===== src/rtl/cfgmem_reader.sv =====
module cfgmem_reader #(
  parameter int AW = 19
) (
  input  logic          clk,
  input  logic          ce_n,
  input  logic          rst_oe,
  input  logic          page_on,
  input  logic [1:0]    page_idx,
  input  logic          ser_mode,
  input  logic [7:0]    rd_data,
  output logic          sdo,
  output logic          sdo_en,
  output logic          cas_n,
  output logic [AW-1:0] mem_addr,
  output logic          mem_rd
);
  localparam int PW = AW - 2;

  logic [AW-1:0] off, off_d;
  logic [2:0]    bcnt;
  logic          primed, at_end;

  function automatic logic is_last(input logic [AW-1:0] v, input logic pg);
    return pg ? (&v[PW-1:0]) : (&v);
  endfunction

  function automatic logic [AW-1:0] map_addr(input logic [AW-1:0] v, input logic pg,
                                             input logic [1:0] sel);
    return pg ? {sel, v[PW-1:0]} : v;
  endfunction

  wire ce_act = ~ser_mode | ~ce_n;
  wire run    = rst_oe & ce_act;
  wire paging = page_on & ser_mode;
  wire step   = run & primed & (&bcnt) & ~is_last(off, paging);

  assign off_d    = step ? off + AW'(1) : off;
  assign mem_rd   = run & (~primed | step);
  assign mem_addr = map_addr(off_d, paging, page_idx);
  assign sdo      = rd_data[~bcnt];
  assign sdo_en   = run;
  assign cas_n    = at_end ? ~ce_act : 1'b1;

  always_ff @(posedge clk or negedge rst_oe) begin
    if (!rst_oe) begin
      off    <= '0;
      bcnt   <= '0;
      primed <= 1'b0;
      at_end <= 1'b0;
    end else if (run) begin
      primed <= 1'b1;
      if (primed) bcnt <= bcnt + 3'd1;
      off    <= off_d;
      at_end <= is_last(off_d, paging);
    end
  end
endmodule



===== config.mk =====
export PLATFORM = sky130hd
export DESIGN_NAME = cfgmem_reader
export DESIGN_NICKNAME = d
export VERILOG_FILES = /design/src/rtl/cfgmem_reader.sv
export SDC_FILE = /design/constraint.sdc
export NUM_CORES = 1
export LEC_CHECK = 0
export ABC_CLOCK_PERIOD_IN_PS = 2800
export BUFFER_PORTS_ARGS = -buffer_cell sky130_fd_sc_hd__buf_2
export CAP_MARGIN = 20
export CORE_MARGIN = 5
export CORE_UTILIZATION = 34
export CTS_CLUSTER_DIAMETER = 50
export CTS_CLUSTER_SIZE = 30
export DETAILED_ROUTE_END_ITERATION = 10
export PLACE_DENSITY = 0.53
export SLEW_MARGIN = 20
export SYNTH_ARGS = -nofsm -noshare
export SYNTH_HDL_FRONTEND = slang
export SYNTH_SLANG_ARGS = --single-unit

===== constraint.sdc =====
create_clock -name clk -period 2.8 [get_ports clk]
set_input_delay 0.42 -clock clk [delete_from_list [all_inputs] [get_ports clk]]
set_output_delay 0.42 -clock clk [all_outputs]
set_load 0.01 [all_outputs]

==> results of run 1 <==
[metrics by stage]
step | worst slack, ns | hold slack (ns)
floorplan | 0.02847 | 0.1244
global placement | 0.07966 | 0.5016
detailed placement | 0.009549 | 0.4955
CTS | -0.2248 | 0.2040
global route | -0.3159 | 0.2037
finish | -0.2018 | 0.1847
[worst paths after layout]
path                                      from                   to  slack, ns  depth (start not counted)
max                         off[1]$_DFFE_PN0N_          mem_addr[7]      -0.20                         12
min                                     rst_oe   off[9]$_DFFE_PN0N_       0.18                          2
max reg2reg                 off[1]$_DFFE_PN0N_   at_end$_DFFE_PN0N_       0.04                         14
min reg2reg                off[13]$_DFFE_PN0N_  off[13]$_DFFE_PN0N_       0.52                          1
max in group asynchronous               rst_oe   off[0]$_DFFE_PN0N_       2.36                          2
min in group clk                       page_on  off[18]$_DFFE_PN0N_       0.44                          2
[cells by family (layout without fill, tap and decap cells)]
group,Yosys count,in the layout,share of synthesized area [%]
xor+xnor,29,29,13.42
fa+ha+maj,4,4,2.644
simple gates,78,78,25.78
mux,8,8,5.816
flops,24,24,31.73
compound gates,20,20,8.989
buf+inv,28,94,11.63
[layout make-up]
| cell class | count | area, um2 |
|---|---|---|
| Timing Repair Buffer | 87 | 638.1 |
| Fill cell | 523 | 2701 |
| Clock buffer | 3 | 41.29 |
| Multi-Input combinational cell | 139 | 1354 |
| Sequential cell | 24 | 601.8 |
| Clock inverter | 1 | 30.03 |
| Tap cell | 72 | 90.09 |
| Inverter | 3 | 16.27 |
[flip-flops by register name, summed over array words and instances (netlist names)]
register,cells
bcnt,3
off,19
primed,1
at_end,1
[critical path, stage by stage, from the launching register on]
cell,delay [ns]
dfrtp_1,0.43
ha_4,0.18
and4_4,0.15
nand2_4,0.06
nor2_4,0.04
and3_4,0.15
ha_4,0.15
nand3_4,0.06
nand4_4,0.13
a21o_4,0.26
or4_4,0.51
nand2_4,0.08
buf_6,0.10
[power by group through the flow]
stage               Clock (mW)  Sequential (mW)  Combinational [mW]
finish                   0.313            0.436               0.532
global route             0.339            0.444               0.580
CTS                      0.320            0.438               0.444
detailed placement           0            0.444               0.375
global placement             0            0.441               0.364
floorplan                    0            0.445               0.264
[routing by layer]
metal / wire length, um / global-route usage (%) / vias up
met4: 53 / 3.022 / 0
met1: 2120 / 17.65 / 757
met3: 222 / 3.140 / 6
met5: 0 / 0 / -
li1: - / - / 787
met2: 2538 / 22.35 / 45
[layout by cell type (no fill, tap or decap), drive strengths merged, types with 3 or more instances in the layout]
master	n
nand4	7
xor2	10
ha	4
and3	5
xnor2	19
nand3	14
mux2	4
nor3	3
nor2	8
nand2	28
buf	87
nand2b	3
a21oi	5
dfrtp	24
clkbuf	3
and4	3
o31ai	4
[repair_timing]
item	in CTS	in global routing
hold buffers	0	0
cloned	1	0
buffers inserted	15	17
resized for setup	34	32
pin swaps	12	32
endpoints found under the setup margin	19	21
==> results by group, run 1 <==
Placement
  – Placed inst area: 2165 um2
  – Post-detail-place hpwl: 3.485 mm
  – Placer congestion estimate: 0.7851
  – Post-Place Cells: 296
  – PortBufs: 37

Yosys
  – Area contributors post-synth: dfrtp_1 (32%), xnor2_1 (8.8%), buf_4 (7.5%)
  – Ys Warns: 0
  – Cell count after synthesis: 191
  – Synth unique cells: 48
  – Synth Register Bits: 24
  – Mapped Avg Cell Area: 9.911 um2
  – Synthesized area: 1893 um2
  – Main synth FF type: dfrtp_1
  – Most frequent cell after synthesis: nand2_1
  – EDFF count, synth: 0
  – Leading area contributor after synthesis: dfrtp_1
  – Synth async-reset ratio: 100.0%
  – Post-synth top area share: 31.73%
  – Syn_nets: 210
  – Register area share after synthesis: 31.73%
  – Synth top cells by count: nand2_1 (25), dfrtp_1 (24), buf_4 (19), xnor2_1 (19), nand3_1 (14)

Floorplanning
  – Die height: 84.62 um
  – Area of the core: 5473 um2
  – IO Pins: 38
  – Row count: 27
  – DIE WIDTH: 84.62 um
  – Die ar.: 7160 um2
  – Initial core utilization: 34.59%

Drt
  – Drt wl/cell: 15.00 um
  – DRC: 0
  – Routed Antenna Nets: 0
  – DR vias: 1,595
  – Total routed wirelength: 4.934 mm
  – DRT Pass-1 Iters: 4
  – Initial DRC count: 72
  – Via/cell ratio: 4.848

Clocking
  – Clk_lat worst skew: 0.28 ns
  – CTS sink cnt: 24
  – CTS H-tree depth: 1
  – CTS tree: built
  – Max clock buf depth: 2
  – Root Driver: clkbuf_8
  – Worst-path clk slew: 0.09 ns
  – TritonCTS Buffers: 3

Layout
  – Finished Cell Area: 2771 um2
  – Non-filler cells in the finished layout: 329
  – Nets: 277
  – Layout cells sized above 1: 59.53%
  – Antenna Cells: 0
  – Final core utilization: 50.64%
  – Area Overhead vs Synth: 46.40%

Power and ir drop
  – Switch share: 32.08%
  – Tot Pwr: 1.281 mW
  – Sequential share of power: 34.0%
  – Clock power share: 24.4%
  – Sw Pwr: 0.4110 mW
  – Int Power: 0.8702 mW
  – Lkg Pwr: 1.342 nW
  – Power per Cell Area: 462.3 nW/um2
  – Worst vdd ir: 0.2749 mV
  – Comb power frac: 41.5%

STA
  – Fmax: 333.1 MHz
  – Fin. max-slew vios: 0
  – Worst Tran Pin Value: 0.3326 ns
  – Rel. slew slack: 77.66%
  – Skew final: 0.007131 ns
  – Total Negative Setup Slacks: -2.462 ns
  – Period utilisation layout: 107.2%
  – Worst Setup Slack, final: -0.2018 ns
  – # setup viols final: 19
  – Period minus WS final: 3.002 ns
  – Final Hold Fails: 0
  – Unrepaired setup endpoints after global routing: yes

Critical path
  – CP Capture Type: primary output
  – CP Data Arrival Time: 2.58 ns
  – Nature of the critical path startpoint: register
  – Max FO, Critical Path: 7
  – Worst path required time: 2.38 ns
  – Critical path type: reg2out

Global routing
  – Initial antenna violation count: 0
  – First-pass GRT wire length: 7.721 mm
  – Global route overflow: 0
  – Largest net degree at the start of global routing: 25
  – Vias in the first global route: 1,528
  – Gr usage total: 13.41%

Hold path
  – HP Class: in2async

Run
  – Total of max-cap violations: 0

Run status
  – Failing checks: setup timing
  – Status: complete, but fails checks
No activity file was read; power rests on OpenSTA's default activity.
==> inputs of run 2 (changes only) <==
--- a/config.mk
+++ b/config.mk
@@ -5,15 +5,16 @@
 export SDC_FILE = /design/constraint.sdc
 export NUM_CORES = 1
 export LEC_CHECK = 0
-export ABC_CLOCK_PERIOD_IN_PS = 2800
+export ABC_CLOCK_PERIOD_IN_PS = 3700
 export BUFFER_PORTS_ARGS = -buffer_cell sky130_fd_sc_hd__buf_2
 export CAP_MARGIN = 20
 export CORE_MARGIN = 5
 export CORE_UTILIZATION = 34
+export CTS_BUF_LIST = sky130_fd_sc_hd__clkbuf_8
 export CTS_CLUSTER_DIAMETER = 50
 export CTS_CLUSTER_SIZE = 30
 export DETAILED_ROUTE_END_ITERATION = 10
-export PLACE_DENSITY = 0.53
+export PLACE_DENSITY = 0.51
 export SLEW_MARGIN = 20
 export SYNTH_ARGS = -nofsm -noshare
 export SYNTH_HDL_FRONTEND = slang
==> constraint.sdc (replaced) <==
create_clock -name clk -period 3.7 [get_ports clk]
set_input_delay 0.555 -clock clk [delete_from_list [all_inputs] [get_ports clk]]
set_output_delay 0.555 -clock clk [all_outputs]
set_load 0.01 [all_outputs]
==> run 2 against run 1 <==
Setup slack improved by 0.30 ns. Highest routed layer unchanged. Hold slack improved by 0.13 ns. Routed wire length down 15%. Combinational power shrank 54%. The flow now finishes without violations. Clock skew decreased by 0.0045 ns. Sequential cell count did not move.
==> results by group, run 2 (synthesis gave the netlist of run 1 again) <==
Run status
  – Status: finished, final reports clean

STA
  – Skew final: 0.002638 ns
  – Rel. slew slack: 75.08%
  – Fmax: 277.4 MHz
  – # setup viols final: 0
  – Worst Tran Pin Value: 0.3708 ns
  – Final Hold Fails: 0
  – Period minus WS final: 3.605 ns
  – Worst Setup Slack, final: 0.09500 ns
  – Hold WS: 0.3142 ns
  – Period utilisation layout: 97.43%
  – Fin. max-slew vios: 0

Layout
  – Area Overhead vs Synth: 11.90%
  – Layout cells sized above 1: 38.60%
  – Largest registers: off: 19 flops, bcnt: 3 flops
  – Max reg flops: 19
  – Nets: 235
  – Final core utilization: 38.71%
  – Non-filler cells in the finished layout: 287
  – Most frequent cells in the layout: buf_2 (37), nand2_1 (25), dfrtp_1 (23)
  – Leading cell type in the layout, fill and taps excluded: buf_2
  – Most flop-heavy register: off
  – Antenna Cells: 0

Global routing
  – First-pass GRT wire length: 7.120 mm
  – Global route overflow: 0
  – Gr usage total: 12.13%
  – Largest net degree at the start of global routing: 25
  – Initial antenna violation count: 0
  – Vias in the first global route: 1,421

Clocking
  – Max clock buf depth: 2
  – TritonCTS Buffers: 3
  – Worst-path clk slew: 0.09 ns
  – CTS tree: built
  – Clk_lat worst skew: 0.27 ns
  – Hold Buf Count CTS: 0
  – CTS sink cnt: 24
  – CTS H-tree depth: 1
  – Root Driver: clkbuf_8

Placement
  – Post-Place Cells: 278
  – PortBufs: 37
  – Place WS: 0.2972 ns
  – Post-detail-place hpwl: 3.253 mm
  – Placer congestion estimate: 0.8291

Critical path
  – CP Data Arrival Time: 3.05 ns
  – CP delay by family, top: simple AND/OR/NAND/NOR gates
  – Buf+Inv Stages, Crit Path: 1
  – Nature of the critical path startpoint: register
  – Worst path required time: 3.14 ns
  – Critical-path cell list: ha_2 > and4_4 > nand2_2 > nor2_1 > and3_1 > ha_1 > nand3_1 > nand4_4 > a21o_4 > or4_1 > nand2_1 > buf_2
  – Max FO, Critical Path: 11
  – CP Capture Type: primary output
  – Critical-path top delay cell: or4_1
  – Worst stage delay on the critical path: 0.49 ns
  – Critical path type: reg2out

Drt
  – Initial DRC count: 68
  – Routed Antenna Nets: 0
  – Total routed wirelength: 4.189 mm
  – DR vias: 1,404
  – Via/cell ratio: 4.892
  – DRC: 0
  – DRT Pass-1 Iters: 4
  – Drt wl/cell: 14.60 um

Run
  – Total of max-cap violations: 0

Power and ir drop
  – Lkg Pwr: 0.9893 nW
  – Power per Cell Area: 388.4 nW/um2
  – Worst vdd ir: 0.1481 mV

Floorplanning
  – Die height: 84.62 um
  – Initial core utilization: 34.59%
  – IO Pins: 38
  – Die ar.: 7160 um2
  – Row count: 27
  – Area of the core: 5473 um2
  – DIE WIDTH: 84.62 um

Hold path
  – HP Class: in2async
[run 2: cell types whose count changed in the layout (fill, tap and decap cells not counted), sizes merged]
cell / change
buf: -42
[run 2: path summary, 6_finish.rpt]
path | start | end | slack [ns] | cells past startpoint
setup / recovery | off[0]$_DFFE_PN0N_ | mem_addr[7] | 0.1 | 12
hold / removal | rst_oe | off[8]$_DFFE_PN0N_ | 0.31 | 2
setup reg to reg | off[0]$_DFFE_PN0N_ | at_end$_DFFE_PN0N_ | 0.67 | 13
hold reg to reg | at_end$_DFFE_PN0N_ | at_end$_DFFE_PN0N_ | 0.51 | 2
max in group asynchronous | rst_oe | off[0]$_DFFE_PN0N_ | 3.13 | 2
min in group clk | at_end$_DFFE_PN0N_ | at_end$_DFFE_PN0N_ | 0.51 | 2
[run 2: layout make-up]
type                            count  area [um2]
Sequential cell                    24       601.8
Timing Repair Buffer               45       245.2
Clock buffer                        3       41.29
Tap cell                           72       90.09
Multi-Input combinational cell    139        1094
Clock inverter                      1       30.03
Fill cell                         576        3354
Inverter                            3       16.27
[run 2: through the flow]
step | cell area (um2) | TNS (ns) | power [mW]
after CTS | 2059 | 0 | 0.8081
after global routing | 2118 | -0.008770 | 0.8849
final | 2118 | 0 | 0.8228
after detailed placement | 1987 | 0 | 0.5661
after floorplan | 1893 | 0 | 0.5226
after global placement | 1987 | 0 | 0.5608
[run 2: power breakdown]
group	total (mW)	switching [mW]	leakage [nW]	internal, mW
Combinational	0.244	0.112	0.645	0.133
Clock	0.238	0.0930	0.0357	0.145
Sequential	0.341	0.0465	0.308	0.294
Total	0.823	0.251	0.989	0.572
[run 2: routing by layer]
layer	part of all wire (%)	track usage (%)	routed length [um]	vias up
met4	0.86	3.022	36	0
met5	0	0	0	-
met1	50	17.94	2081	658
met3	4.8	1.963	201	2
li1	-	-	-	707
met2	45	18.29	1870	37
[run 2: what timing repair did]
action / 4_1_cts / 5_1_grt
endpoints found under the setup margin: 1 / 9
endpoints found under the hold margin: 0 / 0
setup buffers: 0 / 5
pin swaps: 0 / 0
cloned: 0 / 0
resized for setup: 1 / 5
==> inputs of run 3 (changes only) <==
--- a/config.mk
+++ b/config.mk
@@ -8,7 +8,7 @@
 export ABC_CLOCK_PERIOD_IN_PS = 3700
 export BUFFER_PORTS_ARGS = -buffer_cell sky130_fd_sc_hd__buf_2
 export CAP_MARGIN = 20
-export CORE_MARGIN = 5
+export CORE_MARGIN = 2
 export CORE_UTILIZATION = 34
 export CTS_BUF_LIST = sky130_fd_sc_hd__clkbuf_8
 export CTS_CLUSTER_DIAMETER = 50
==> run 3 against run 2 <==
Cell count is 1.7% higher. Routed wire length is 2.6% lower. Largest cell class unchanged. Utilization is 0.61 points higher. Die area is 14% lower. Register-to-register slack worse by 0.02 ns.
==> results by group, run 3 (synthesis gave the netlist of run 1 again) <==
Critical path
  – Critical path origin: off[1]$_DFFE_PN0N_
  – Critical path type: reg2out
  – Nature of the critical path startpoint: register
  – Worst R2R End: at_end$_DFFE_PN0N_
  – Crit Reg-Reg Startpoint: off[1]$_DFFE_PN0N_
  – Flop2flop setup slack: 0.65 ns
  – Max FO, Critical Path: 6
  – FF-to-FF path depth: 14
  – CP Data Arrival Time: 2.92 ns
  – Worst path required time: 3.14 ns
  – Crit path capture: mem_addr[7]
  – CP Capture Type: primary output

Drt
  – Routed Antenna Nets: 0
  – Initial DRC count: 72
  – DRT Pass-1 Iters: 4
  – Total routed wirelength: 4.078 mm
  – Drt wl/cell: 13.97 um
  – Via/cell ratio: 4.935
  – DR vias: 1,441
  – DRC: 0

Floorplanning
  – IO Pins: 38
  – Area of the core: 5439 um2
  – Die ar.: 6180 um2
  – Initial core utilization: 34.81%
  – Die height: 78.62 um
  – Row count: 27
  – DIE WIDTH: 78.62 um

Layout
  – Largest registers: off: 19 flops, bcnt: 3 flops
  – Antenna Cells: 0
  – Finished Cell Area: 2138 um2
  – Fillers: 553
  – Register area: 601.8 um2
  – Most frequent cells in the layout: buf_2 (37), nand2_1 (25), dfrtp_1 (23)
  – Max reg flops: 19
  – Layout cells sized above 1: 38.18%
  – Most flop-heavy register: off
  – Footprint of the multi-input gates: 1084 um2
  – Nets: 240
  – Area Overhead vs Synth: 12.95%
  – Leading cell type in the layout, fill and taps excluded: buf_2

STA
  – Final Hold Fails: 0
  – Worst Tran Pin Value: 0.4457 ns
  – Period minus WS final: 3.480 ns
  – Fmax: 287.4 MHz
  – Worst Setup Slack, final: 0.2205 ns
  – # setup viols final: 0
  – Fin. max-slew vios: 0
  – Unrepaired setup endpoints after global routing: no
  – Skew final: 0.001112 ns
  – Total Negative Setup Slacks: 0 ns
  – Period utilisation layout: 94.04%
  – Rel. slew slack: 70.04%

Clocking
  – Worst-path clk slew: 0.09 ns
  – CTS sink cnt: 24
  – Max clock buf depth: 2
  – Hold Buf Count CTS: 0
  – TritonCTS Buffers: 3
  – CTS H-tree depth: 1
  – CTS tree: built
  – Root Driver: clkbuf_8
  – Clk_lat worst skew: 0.27 ns

Global routing
  – Initial antenna violation count: 0
  – Largest net degree at the start of global routing: 25
  – First-pass GRT wire length: 6.520 mm
  – Gr usage total: 13.41%
  – Vias in the first global route: 1,313
  – Global route overflow: 0

Run status
  – Status: finished, final reports clean

Placement
  – Placed inst area: 1994 um2
  – Post-detail-place hpwl: 3.043 mm
  – PortBufs: 37
  – Place WS: 0.3011 ns
  – Placer congestion estimate: 0.8392

Power and ir drop
  – Tot Pwr: 0.8277 mW
  – Lkg Pwr: 1.012 nW
  – Power per Cell Area: 387.1 nW/um2
  – Worst vdd ir: 0.2434 mV

Run
  – Total of max-cap violations: 0

Hold path
  – HP Class: in2async
## run 3: routing by layer
| layer | routed length [um] | vias to the layer above | global-route usage, % |
|---|---|---|---|
| met1 | 2003 | 694 | 19.90 |
| met4 | 23 | 0 | 2.105 |
| met2 | 1865 | 30 | 20.26 |
| met3 | 186 | 2 | 2.874 |
| met5 | 0 | - | 0 |
| li1 | - | 715 | - |
## run 3: cell type report
type,count,area share [%]
clock inverters,1,1.404
flip-flops and latches,24,28.15
clock buffers,3,1.931
multi-input cells,140,50.67
inverters,3,0.7607
repair buffers,49,12.87
well taps,72,4.213
## run 3: repair_timing
| action | CTS | global route |
|---|---|---|
| gates cloned | 0 | 1 |
| resized for setup | 1 | 1 |
| pin swaps | 0 | 1 |
| setup buffers | 0 | 8 |
| endpoints found under the setup margin | 1 | 9 |
## run 3: power breakdown
| group | switching, mW | internal (mW) | total [mW] |
|---|---|---|---|
| registers | 0.0397 | 0.294 | 0.334 |
| logic | 0.118 | 0.137 | 0.255 |
| clock network | 0.0940 | 0.145 | 0.239 |
| total | 0.251 | 0.576 | 0.828 |
## run 3: critical path, cell delays in order (launching register included)
cell and delay [ns]:
dfrtp_1 0.43, ha_2 0.23, and4_4 0.21, nand2_2 0.11
nor2_1 0.08, and3_1 0.15, ha_1 0.17, nand3_1 0.12
nand4_4 0.15, a21o_4 0.25, or4_1 0.49, nand2_1 0.13
buf_2 0.14
## run 3: through the flow
step                instances  utilization, %  hold WS [ns]
floorplan                 191               -        0.2594
global placement          279           36.67        0.4977
detailed placement        279           36.67        0.4971
CTS                       283           38.00        0.3185
global route              292           39.31        0.3399
finish                    292           39.31        0.3075
## run 3: how the worst min path moves through the flow
stage	startpoint	to	cells after the start
floorplan	rst_oe	at_end$_DFFE_PN0N_	0
detailed placement	at_end$_DFFE_PN0N_	at_end$_DFFE_PN0N_	2
CTS	rst_oe	bcnt[0]$_DFFE_PN0P_	2
global route	rst_oe	primed$_DFFE_PN0N_	2
finish	rst_oe	off[18]$_DFFE_PN0N_	2
global placement	at_end$_DFFE_PN0N_	at_end$_DFFE_PN0N_	2
